--- src/rtl/frame_link_pkg.sv ---
package frame_link_pkg;
  localparam int unsigned FL_DW   = 16;
  localparam int unsigned FL_HALF = FL_DW / 2;

  typedef logic [FL_DW-1:0]   word_t;
  typedef logic [FL_HALF-1:0] half_t;

  typedef enum logic [2:0] {
    PH_IDLE, PH_SETUP, PH_M1, PH_M2, PH_M3, PH_M4
  } phase_t;

  typedef enum logic {OP_CALL, OP_EXIT} op_t;

  // return address kept relative to the code base
  function automatic word_t ret_rel(input word_t p, input word_t pb);
    return word_t'(p + word_t'(1) - pb);
  endfunction

  // back-link from the new record to the caller frame
  function automatic word_t link_delta(input word_t mark, input word_t q_old);
    return word_t'(mark - q_old);
  endfunction

  function automatic word_t link_back(input word_t q, input word_t delta);
    return word_t'(q - delta);
  endfunction

  function automatic word_t rebase(input word_t pb, input word_t rel);
    return word_t'(pb + rel);
  endfunction

  function automatic word_t pack_status(input half_t sta, input half_t seg);
    return {sta, seg};
  endfunction

  // S after the last record word, lowered by the discard count, floor at zero
  function automatic word_t discard_to(input word_t s, input word_t cnt);
    word_t floor_s;
    floor_s = word_t'(s - word_t'(1));
    return (cnt > floor_s) ? '0 : word_t'(floor_s - cnt);
  endfunction
endpackage

--- src/rtl/frame_link_ram.sv ---
module frame_link_ram #(
  parameter int unsigned DEPTH = 64,
  parameter int unsigned DW    = 16,
  localparam int unsigned AW   = $clog2(DEPTH)
) (
  input  logic          clk,
  input  logic          wr_en,
  input  logic [AW-1:0] wr_addr,
  input  logic [DW-1:0] wr_data,
  input  logic [AW-1:0] rd_addr,
  output logic [DW-1:0] rd_data
);
  logic [DW-1:0] mem [DEPTH];

  always_ff @(posedge clk) begin
    if (wr_en) mem[wr_addr] <= wr_data;
  end

  assign rd_data = mem[rd_addr];
endmodule

--- src/rtl/frame_link_seq.sv ---
module frame_link_seq
  import frame_link_pkg::*;
(
  input  logic   clk,
  input  logic   rst_n,
  input  logic   call_req,
  input  logic   exit_req,
  input  logic   load_req,
  input  logic   call_blocked,
  input  logic   exit_blocked,
  output phase_t phase,
  output op_t    op,
  output logic   call_go,
  output logic   exit_go,
  output logic   load_go,
  output logic   done,
  output logic   ovf_err,
  output logic   unf_err
);
  logic   idle;
  logic   ovf_hit, unf_hit;
  phase_t phase_nx;

  always_comb begin
    idle    = (phase == PH_IDLE);
    call_go = idle && call_req && !call_blocked;
    ovf_hit = idle && call_req && call_blocked;
    exit_go = idle && !call_req && exit_req && !exit_blocked;
    unf_hit = idle && !call_req && exit_req && exit_blocked;
    load_go = idle && !call_req && !exit_req && load_req;
  end

  always_comb begin
    unique case (phase)
      PH_IDLE:  phase_nx = (call_go || exit_go) ? PH_SETUP : PH_IDLE;
      PH_SETUP: phase_nx = PH_M1;
      PH_M1:    phase_nx = PH_M2;
      PH_M2:    phase_nx = PH_M3;
      PH_M3:    phase_nx = PH_M4;
      default:  phase_nx = PH_IDLE;
    endcase
  end

  always_ff @(posedge clk or negedge rst_n) begin
    if (!rst_n) begin
      phase   <= PH_IDLE;
      op      <= OP_CALL;
      done    <= 1'b0;
      ovf_err <= 1'b0;
      unf_err <= 1'b0;
    end else begin
      phase   <= phase_nx;
      done    <= (phase == PH_M4);
      ovf_err <= ovf_hit;
      unf_err <= unf_hit;
      if (call_go)      op <= OP_CALL;
      else if (exit_go) op <= OP_EXIT;
    end
  end

  AST_DONE_SINGLE: assert property (@(posedge clk) disable iff (!rst_n)
    done |=> !done);
  AST_DONE_FROM_LAST: assert property (@(posedge clk) disable iff (!rst_n)
    done |-> $past(phase) == PH_M4);
  AST_ERR_EXCLUSIVE: assert property (@(posedge clk) disable iff (!rst_n)
    (ovf_err || unf_err) |-> phase == PH_IDLE);
endmodule

--- src/rtl/frame_link_top.sv ---
module frame_link_top
  import frame_link_pkg::*;
#(
  parameter int unsigned DEPTH = 64,
  parameter int unsigned BASE  = 4,
  localparam int unsigned DW   = FL_DW,
  localparam int unsigned HW   = FL_HALF,
  localparam int unsigned AW   = $clog2(DEPTH),
  localparam int unsigned RECW = 4
) (
  input  logic          clk,
  input  logic          rst_n,
  input  logic          call_req,
  input  logic [DW-1:0] call_target,
  input  logic          exit_req,
  input  logic [DW-1:0] exit_discard,
  input  logic          load_req,
  input  logic [DW-1:0] load_x,
  input  logic [DW-1:0] load_p,
  input  logic [DW-1:0] load_pb,
  input  logic [HW-1:0] load_sta,
  input  logic [HW-1:0] load_seg,
  output logic [DW-1:0] s_ptr,
  output logic [DW-1:0] q_ptr,
  output logic [DW-1:0] x_reg,
  output logic [DW-1:0] p_reg,
  output logic [DW-1:0] pb_reg,
  output logic [HW-1:0] sta_reg,
  output logic [HW-1:0] seg_reg,
  output logic          busy,
  output logic          done,
  output logic          ovf_err,
  output logic          unf_err
);
  phase_t phase;
  op_t    op;
  logic   call_go, exit_go, load_go;
  logic   call_blocked, exit_blocked;

  word_t s_q, q_q, x_q, p_q, pb_q;
  half_t sta_q, seg_q;
  word_t tgt_q, cnt_q;

  // named internal events
  logic  in_record;
  logic  call_write, call_fin;
  logic  exit_link, exit_stat, exit_ret, exit_idx;
  word_t s_up;
  word_t wr_word;
  word_t rd_word;

  assign in_record    = (phase == PH_M1) || (phase == PH_M2) ||
                        (phase == PH_M3) || (phase == PH_M4);
  assign call_write   = in_record && (op == OP_CALL);
  assign call_fin     = call_write && (phase == PH_M4);
  assign exit_link    = (op == OP_EXIT) && (phase == PH_M1);
  assign exit_stat    = (op == OP_EXIT) && (phase == PH_M2);
  assign exit_ret     = (op == OP_EXIT) && (phase == PH_M3);
  assign exit_idx     = (op == OP_EXIT) && (phase == PH_M4);
  assign s_up         = word_t'(s_q + word_t'(1));
  assign call_blocked = (32'(s_q) + RECW) >= DEPTH;
  assign exit_blocked = (q_q == word_t'(BASE));

  always_comb begin
    unique case (phase)
      PH_M1:   wr_word = x_q;
      PH_M2:   wr_word = ret_rel(p_q, pb_q);
      PH_M3:   wr_word = pack_status(sta_q, seg_q);
      default: wr_word = link_delta(s_up, q_q);
    endcase
  end

  frame_link_seq u_seq (
    .clk          (clk),
    .rst_n        (rst_n),
    .call_req     (call_req),
    .exit_req     (exit_req),
    .load_req     (load_req),
    .call_blocked (call_blocked),
    .exit_blocked (exit_blocked),
    .phase        (phase),
    .op           (op),
    .call_go      (call_go),
    .exit_go      (exit_go),
    .load_go      (load_go),
    .done         (done),
    .ovf_err      (ovf_err),
    .unf_err      (unf_err)
  );

  frame_link_ram #(.DEPTH(DEPTH), .DW(DW)) u_ram (
    .clk     (clk),
    .wr_en   (call_write),
    .wr_addr (s_up[AW-1:0]),
    .wr_data (wr_word),
    .rd_addr (s_q[AW-1:0]),
    .rd_data (rd_word)
  );

  always_ff @(posedge clk or negedge rst_n) begin
    if (!rst_n) begin
      s_q   <= word_t'(BASE);
      q_q   <= word_t'(BASE);
      x_q   <= '0;
      p_q   <= '0;
      pb_q  <= '0;
      sta_q <= '0;
      seg_q <= '0;
      tgt_q <= '0;
      cnt_q <= '0;
    end else begin
      if (call_go) tgt_q <= call_target;
      if (exit_go) cnt_q <= exit_discard;
      if (load_go) begin
        x_q   <= load_x;
        p_q   <= load_p;
        pb_q  <= load_pb;
        sta_q <= load_sta;
        seg_q <= load_seg;
      end
      if (phase == PH_SETUP && op == OP_EXIT) s_q <= q_q;
      if (call_write) s_q <= s_up;
      if (call_fin) begin
        q_q <= s_up;
        p_q <= tgt_q;
      end
      if (exit_link) begin
        q_q <= link_back(q_q, rd_word);
        s_q <= word_t'(s_q - word_t'(1));
      end
      if (exit_stat) begin
        sta_q <= rd_word[DW-1:HW];
        seg_q <= rd_word[HW-1:0];
        s_q   <= word_t'(s_q - word_t'(1));
      end
      if (exit_ret) begin
        p_q <= rebase(pb_q, rd_word);
        s_q <= word_t'(s_q - word_t'(1));
      end
      if (exit_idx) begin
        x_q <= rd_word;
        s_q <= discard_to(s_q, cnt_q);
      end
    end
  end

  assign s_ptr   = s_q;
  assign q_ptr   = q_q;
  assign x_reg   = x_q;
  assign p_reg   = p_q;
  assign pb_reg  = pb_q;
  assign sta_reg = sta_q;
  assign seg_reg = seg_q;
  assign busy    = (phase != PH_IDLE);

  AST_CALL_STEP: assert property (@(posedge clk) disable iff (!rst_n)
    call_write |=> s_ptr == word_t'($past(s_ptr) + word_t'(1)));
  AST_CALL_LINK: assert property (@(posedge clk) disable iff (!rst_n)
    call_fin |=> q_ptr == s_ptr);
  AST_NO_OVERFLOW: assert property (@(posedge clk) disable iff (!rst_n)
    call_write |-> 32'(s_up) < DEPTH);
  AST_OVF_HOLD: assert property (@(posedge clk) disable iff (!rst_n)
    ovf_err |-> $stable(s_ptr) && $stable(q_ptr) && !busy);
  AST_EXIT_AT_Q: assert property (@(posedge clk) disable iff (!rst_n)
    exit_link |-> s_ptr == q_ptr);
  AST_EXIT_DESCENT: assert property (@(posedge clk) disable iff (!rst_n)
    (exit_link || exit_stat || exit_ret) |=>
      s_ptr == word_t'($past(s_ptr) - word_t'(1)));
  AST_UNF_HOLD: assert property (@(posedge clk) disable iff (!rst_n)
    unf_err |-> $stable(s_ptr) && $stable(q_ptr) && $stable(x_reg) && !busy);
  AST_LOAD_QUIET: assert property (@(posedge clk) disable iff (!rst_n)
    load_go |=> !busy);
endmodule

--- config.mk ---
export PLATFORM = sky130hd
export DESIGN_NAME = frame_link_top
export DESIGN_NICKNAME = d
export VERILOG_FILES = /design/src/rtl/frame_link_pkg.sv /design/src/rtl/frame_link_ram.sv /design/src/rtl/frame_link_seq.sv /design/src/rtl/frame_link_top.sv
export SDC_FILE = /design/constraint.sdc
export NUM_CORES = 2
export LEC_CHECK = 0
export BUFFER_PORTS_ARGS = -buffer_cell sky130_fd_sc_hd__buf_2
export CORE_MARGIN = 4
export CORE_UTILIZATION = 42
export CTS_BUF_LIST = sky130_fd_sc_hd__clkbuf_8
export DETAILED_ROUTE_END_ITERATION = 12
export GPL_TIMING_DRIVEN = 0
export HOLD_SLACK_MARGIN = 0.1
export SYNTH_ARGS = -nofsm -noshare
export SYNTH_HDL_FRONTEND = slang
export SYNTH_SLANG_ARGS = --single-unit
--- constraint.sdc ---
create_clock -name clk -period 5.7 [get_ports clk]
set_input_delay 1.425 -clock clk [delete_from_list [all_inputs] [get_ports clk]]
set_output_delay 1.425 -clock clk [all_outputs]
set_load 0.01 [all_outputs]
# ---- Yosys cells after proc, flatten, opt, wreduce, memory -nomap -nowiden
# Memories as Yosys holds them, arrays and structs flattened.
# Index checks and enable logic that the tools add are counted.
dict set report totals {
  regBits 135
  ramBits 1024
  in_bits 101
  out_inout_bits 100
  elab_cells 90
  memories 1
}
# name depth width rd rd_ports_with_merged_regs wr line_no
set mem_list {}
lappend mem_list {u_ram.mem 64 16 1 0 1 frame_link_ram.sv:13} ;# logic [DW-1:0] mem [DEPTH];
dict set report op_classes {
  add_sub_neg 9
  order_cmp 2
  eq_ne 6
  n_mux 25
  bitwise 1
  reduce_logical 32
}
# cell n
set op_table {}
lappend op_table {{16-bit two-way mux} 14}
lappend op_table {{16-bit subtractor} 4}
lappend op_table {{16-bit one-hot mux with 3 select lines} 1}
lappend op_table {{16-bit by 1-bit adder with 16-bit output (second input constant)} 2}
lappend op_table {{8-bit two-way mux} 4}
lappend op_table {{16-bit by 3-bit adder with 17-bit output (second input constant)} 1}
lappend op_table {{17-bit by 7-bit >= comparator with 1-bit output (second input constant)} 1}
lappend op_table {{16-bit adder} 1}
lappend op_table {{16-bit by 3-bit == test with 1-bit output (second input constant)} 1}
lappend op_table {{16-bit greater-than comparator} 1}
lappend op_table {{1-bit logical AND} 16}
lappend op_table {{16-bit by 1-bit subtractor with 16-bit output (second input constant)} 1}
lappend op_table {{3-bit one-hot mux with 5 select lines} 1}
lappend op_table {{2-bit nonzero test} 4}
lappend op_table {{3-bit by 2-bit == test with 1-bit output (second input constant)} 2}
lappend op_table {{3-bit == test (second input constant)} 2}
lappend op_table {{3-bit nonzero test} 2}
lappend op_table {{6-bit nonzero test} 1}
lappend op_table {{1-bit two-way mux} 5}
lappend op_table {{1-bit zero test} 4}
lappend op_table {{1-bit logical OR} 4}
lappend op_table {{3-bit by 1-bit == test with 1-bit output (second input constant)} 1}
lappend op_table {{3-bit zero test} 1}
lappend op_table {{1-bit NOT} 1}

# ---- Longest topological paths before layout
dict set report logic_depth {
  depth_word 10
  depth_mapped 19
  ltp_nobuf 15
}

# ---- Modules after synthesis
# From an unflattened synthesis, not the netlist that was laid out.
dict set report unflattened {
  cells_unflattened 3171
  area_unflattened_um2 50752.4
}
# module n_inst cells_per_inst area_per_inst_um2 seq_area_each_um2
set by_module_without_submodules {}
lappend by_module_without_submodules {frame_link_ram 1 1813 39721.8 30749.5}
lappend by_module_without_submodules {frame_link_top 1 1329 10707.8 3205.6}
lappend by_module_without_submodules {frame_link_seq 1 29 322.8 175.2}

# ---- Worst setup path after synthesis
# OpenSTA, ideal clock, no wires.
dict set report synth_timing {
  path_type {reg-to-reg}
  from {register s_q[1], in the netlist s_ptr[1]}
  to {memory u_ram.mem[0][11] (data pin)}
  setup_ns 0.567
  arrival_time_ns 5.080
  path_slack_ns 0.053
  stages_incl_launch_ff 15
  path_buffers 3
  period_less_slack_ns 5.647
  cell_sequence {dfrtp_1 buf_2 buf_1 buf_1 inv_1 ha_1 ha_1 nor2b_1 o31ai_1 a21oi_1 o41ai_1 o21ai_0 nor2_1 xor2_1 o221ai_1}
}
dict set report synth_via {
  elab_chain_len 3
}
# element line_no
set synth_rtl {}
lappend synth_rtl {{from (decl)} frame_link_top.sv:40} ;# word_t s_q, q_q, x_q, p_q, pb_q;
lappend synth_rtl {{from (signal assigned)} frame_link_top.sv:102} ;# s_q <= word_t'(BASE);
lappend synth_rtl {{from (signal assigned)} frame_link_top.sv:121} ;# if (phase == PH_SETUP && op == OP_EXIT) s_q <= q_q;
lappend synth_rtl {{from (signal assigned)} frame_link_top.sv:122} ;# if (call_write) s_q <= s_up;
lappend synth_rtl {{16-bit by 1-bit adder with 16-bit output} frame_link_top.sv:60} ;# assign s_up = word_t'(s_q + word_t'(1));
lappend synth_rtl {{16-bit subtractor} frame_link_pkg.sv:21} ;# return word_t'(mark - q_old);
lappend synth_rtl {{16-bit one-hot mux with 3 select lines} frame_link_top.sv:65} ;# unique case (phase)
lappend synth_rtl {{via u_ram.wr_data[11]} frame_link_ram.sv:9} ;# input logic [DW-1:0] wr_data,
lappend synth_rtl {{to (decl)} frame_link_ram.sv:13}
# The timed path passes the listed nets, and every way through them passes these cells.

# ---- Worst setup path after layout
dict set report layout_timing {
  from {register s_q[0], in the netlist s_ptr[0]}
  to {register p_q[15], in the netlist p_reg[15]}
}
dict set report layout_via {
  elab_chain_len 3
}
# element line_no
set layout_rtl {}
lappend layout_rtl {{memory 64 x 16 bit} --}
lappend layout_rtl {{16-bit adder} frame_link_pkg.sv:29} ;# return word_t'(pb + rel);
lappend layout_rtl {{16-bit two-way mux} frame_link_top.sv:136} ;# if (exit_ret) begin
lappend layout_rtl {{to (signal assigned)} frame_link_top.sv:116} ;# p_q <= load_p;
lappend layout_rtl {{to (signal assigned)} frame_link_top.sv:125} ;# p_q <= tgt_q;
lappend layout_rtl {{to (signal assigned)} frame_link_top.sv:137} ;# p_q <= rebase(pb_q, rd_word);
lappend layout_rtl {{to (decl)} frame_link_top.sv:40}
# Every way passes these cells.
# A chain may end at the register's enable or synchronous reset.

==> run metrics <==
DRC=0; Num CTS Buffers=186; Horiz. Die Dim=about 350 um; GRT Total Usage=between 20% and 30%; area grow syn2layout=17.45%; R2R setup slack=between 150 and 200 ps; hold buffers post-CTS=0; Req. time, crit path=6400 ps; via-per-instance ratio=5.934; Synthesized Nets=about 3000; Synth cell types=74; Die Y=352.0 um; FF-to-FF End=p_reg[15]; synth top area cells=edfxtp_1 (62%), mux4_2 (15%), dfrtp_1 (6.7%); die area=~120000 um2; Rows=125; largest net degree at the start of global routing=slightly above 90; Least-Margin Pin Slew=between 1000 and 1500 ps; first-pass GRT wire length=213400 um; max-cap violation count=0; post-synth top area share=61.86%; initial drt markers=about 3200; Metal-1 WL=slightly below 60000 um; met3 wire len=around 12000 um; max-slew violations=0; post-layout min period=between 5000 and 6000 ps; vias in the first global route=about 30000; WS Path Type=flip-flop to flip-flop; clock sinks=between 1000 and 1500; EDFF count, synth=between 1000 and 1500; async set-or-reset flop fraction in the synthesized netlist=a little under an eighth; Highest Signal Layer=met5; I/O pin count=approximately 200; period utilization=just under 100%; routability cong.=0.9341; Root Buffer=clkbuf_8; largest area contributor in the netlist=edfxtp_1; routed vias=between 20000 and 30000; leading cell type in the layout, fill and taps excluded=edfxtp_1; clk_lat worst skew=roughly 890 ps; Overflow after GRT=0; CTS tree=yes; RSZ-0062 raised after global routing=no; worst min path class=input pin to asynchronous set/reset pin; path depth of the worst reg2reg path=16; antenna-violating nets left=0; Seq cells post-synth=~1200; Final Hold Fails=0; Final setup viols=0; Worst path max stage delay=around 650 ps; Port-buffer cells=200; Critical Path Fanout Max=10; Initial Util=between 40 and 50%; Nets=approximately 3500; most frequent cells in the layout=edfxtp_1 (1024), mux4_2 (331), buf_2 (221), clkbuf_8 (196), nand2_1 (150); max reg flops=about 1000; routed len/inst=about 30 um; drt pass-1 iters=5; Core Area=around 120000 um2; sequential area share after synthesis=between 60% and 70%; Reg with most FFs=u_ram.mem; total number of yosys warnings=0; status=finished clean; Max stage delay cell, worst path=mux4_2; Setup Skew=roughly 76 ps; worst-case clock buffer depth=3; ratio of cells with drive above 1 in the final layout=about a third; Worst-path clk slew=around 70 ps; f_max=around 180 MHz; startpoint type of the worst setup path=flip-flop; Worst slew margin=9.469%; # H-tree levels=4; Final Util=49.97%; Setup Total Neg Slack=0 ps; worst path arrival time=around 6200 ps; Post-Syn Area per Cell=17.84 um2; cells along the critical path=buf_4 -> buf_6 -> buf_6 -> mux4_2 -> mux4_2 -> mux4_2 -> ha_1 -> a211oi_1 -> o21ai_0 -> a31oi_2 -> o21ai_0 -> o41ai_2 -> buf_4 -> o2111ai_2 -> xnor2_1 -> o21ai_0; pre-CTS setup slack=-1246 ps; top cell family by delay on the critical path=multiplexers; Post-synth top flop=edfxtp_1; crit end category=flip-flop; post-synthesis cell count=about 2800; crit path setup slack, layout=around 160 ps; reg2reg start=s_ptr[0]; synthesized area=a little under 50000 um2; DR WL met2=73230 um; antenna violations before repair=6; Buffers & Inverters on Critical Path=4; DRT Wirelength=149400 um; post-detail-place hpwl=between 100000 and 150000 um
==> cells in the mapped netlist, types with 5 or more instances <==
cell type / instances
o22ai_1: 18
buf_2: 20
o21ai_1: 6
o221ai_1: 17
dfrtp_1: 133
a221oi_1: 10
buf_6: 8
nand2_1: 150
mux4_2: 331
and2_1: 7
a311oi_1: 6
o211ai_1: 14
a22o_1: 7
a31oi_1: 14
clkbuf_1: 73
o31ai_1: 9
mux2i_1: 6
nor4_1: 8
nand3_1: 40
inv_1: 83
buf_4: 13
xor2_1: 43
nor2_1: 148
or3_1: 11
inv_2: 8
o22a_1: 7
nand2b_1: 13
a211oi_1: 12
ha_1: 92
xnor2_1: 41
a22oi_1: 46
buf_1: 20
fa_1: 5
mux2_2: 32
o21a_1: 16
a21oi_1: 56
a21o_1: 17
and3_1: 13
o21ai_0: 91
nor2b_1: 14
edfxtp_1: 1024
nand4_1: 5
clkinv_1: 7
nor3_1: 29
==> worst max-delay path by stage <==
stage | from | endpoint | slack (ps) | cells after the start
2_1_floorplan | s_ptr[1] | u_ram.mem[0][11] | 50 | 14
5_1_grt | s_ptr[2] | p_reg[15] | 0.7 | 15
6_report | s_ptr[0] | p_reg[15] | 160 | 16
3_5_place_dp | s_ptr[1] | u_ram.mem[11][11] | -1250 | 17
4_1_cts | s_ptr[0] | q_ptr[14] | 10 | 17
3_3_place_gp | s_ptr[1] | u_ram.mem[34][11] | -4720 | 15
==> cell families (layout without fill, tap and decap cells) <==
family                   after synthesis  after routing  share of synthesized area [%]
AND/OR/NAND/NOR                      461            461                          4.277
buffers and inverters                232            870                          2.021
adder cells (fa/ha/maj)               97             97                          2.517
other                                  0              2                              0
AO/OA/AOI/OAI                        385            385                          5.200
flip-flops                          1159           1159                          68.66
XOR/XNOR                              84             84                          1.480
multiplexers                         369            369                          15.84
==> repair_timing <==
item | 4_1_cts | 5_1_grt
buffers inserted | 0 | 3
endpoints found under the hold margin | 0 | 0
cloned | 0 | 0
pin swaps | 0 | 3
resized for setup | 37 | 26
endpoints found under the setup margin | 742 | 176
==> cell type report <==
class,count,area (um2)
Fill cell,9634,58450
Sequential cell,1159,34130
Multi-Input combinational cell,1396,14990
Clock buffer,196,2698
Timing Repair Buffer,290,2624
Tap cell,1524,1907
Clock inverter,152,942.2
Buffer,134,719.4
Inverter,98,367.9
Antenna cell,2,5.005
==> worst register-to-register path: stages, from the launching register on <==
cell and delay (ps):
dfrtp_2 490, buf_4 280, buf_6 270, buf_6 250, mux4_2 570, mux4_2 550
mux4_2 650, ha_1 330, a211oi_1 320, o21ai_0 190, a31oi_2 280, o21ai_0 230
o41ai_2 330, buf_4 180, o2111ai_2 180, xnor2_1 190, o21ai_0 100
==> through the flow <==
| step | hold slack, ps | cell area [um2] | cells |
|---|---|---|---|
| floorplan | 470.0 | 49710 | 2787 |
| global placement | 495.5 | 52620 | 4511 |
| detailed placement | 499.2 | 54570 | 4598 |
| CTS | 446.2 | 58280 | 4946 |
| global route | 508.6 | 58380 | 4950 |
| finish | 496.0 | 58380 | 4951 |
==> metal layers <==
metal | vias to the layer above | track usage [%]
li1 | 12290 | -
met1 | 15310 | 31.50
met2 | 1494 | 39.26
met3 | 280 | 4.652
met4 | 2 | 9.272
met5 | - | 0
Power is left out: the tool's default activity adds up to more than one toggle a clock period on the data nets, which glitch-free logic cannot reach.
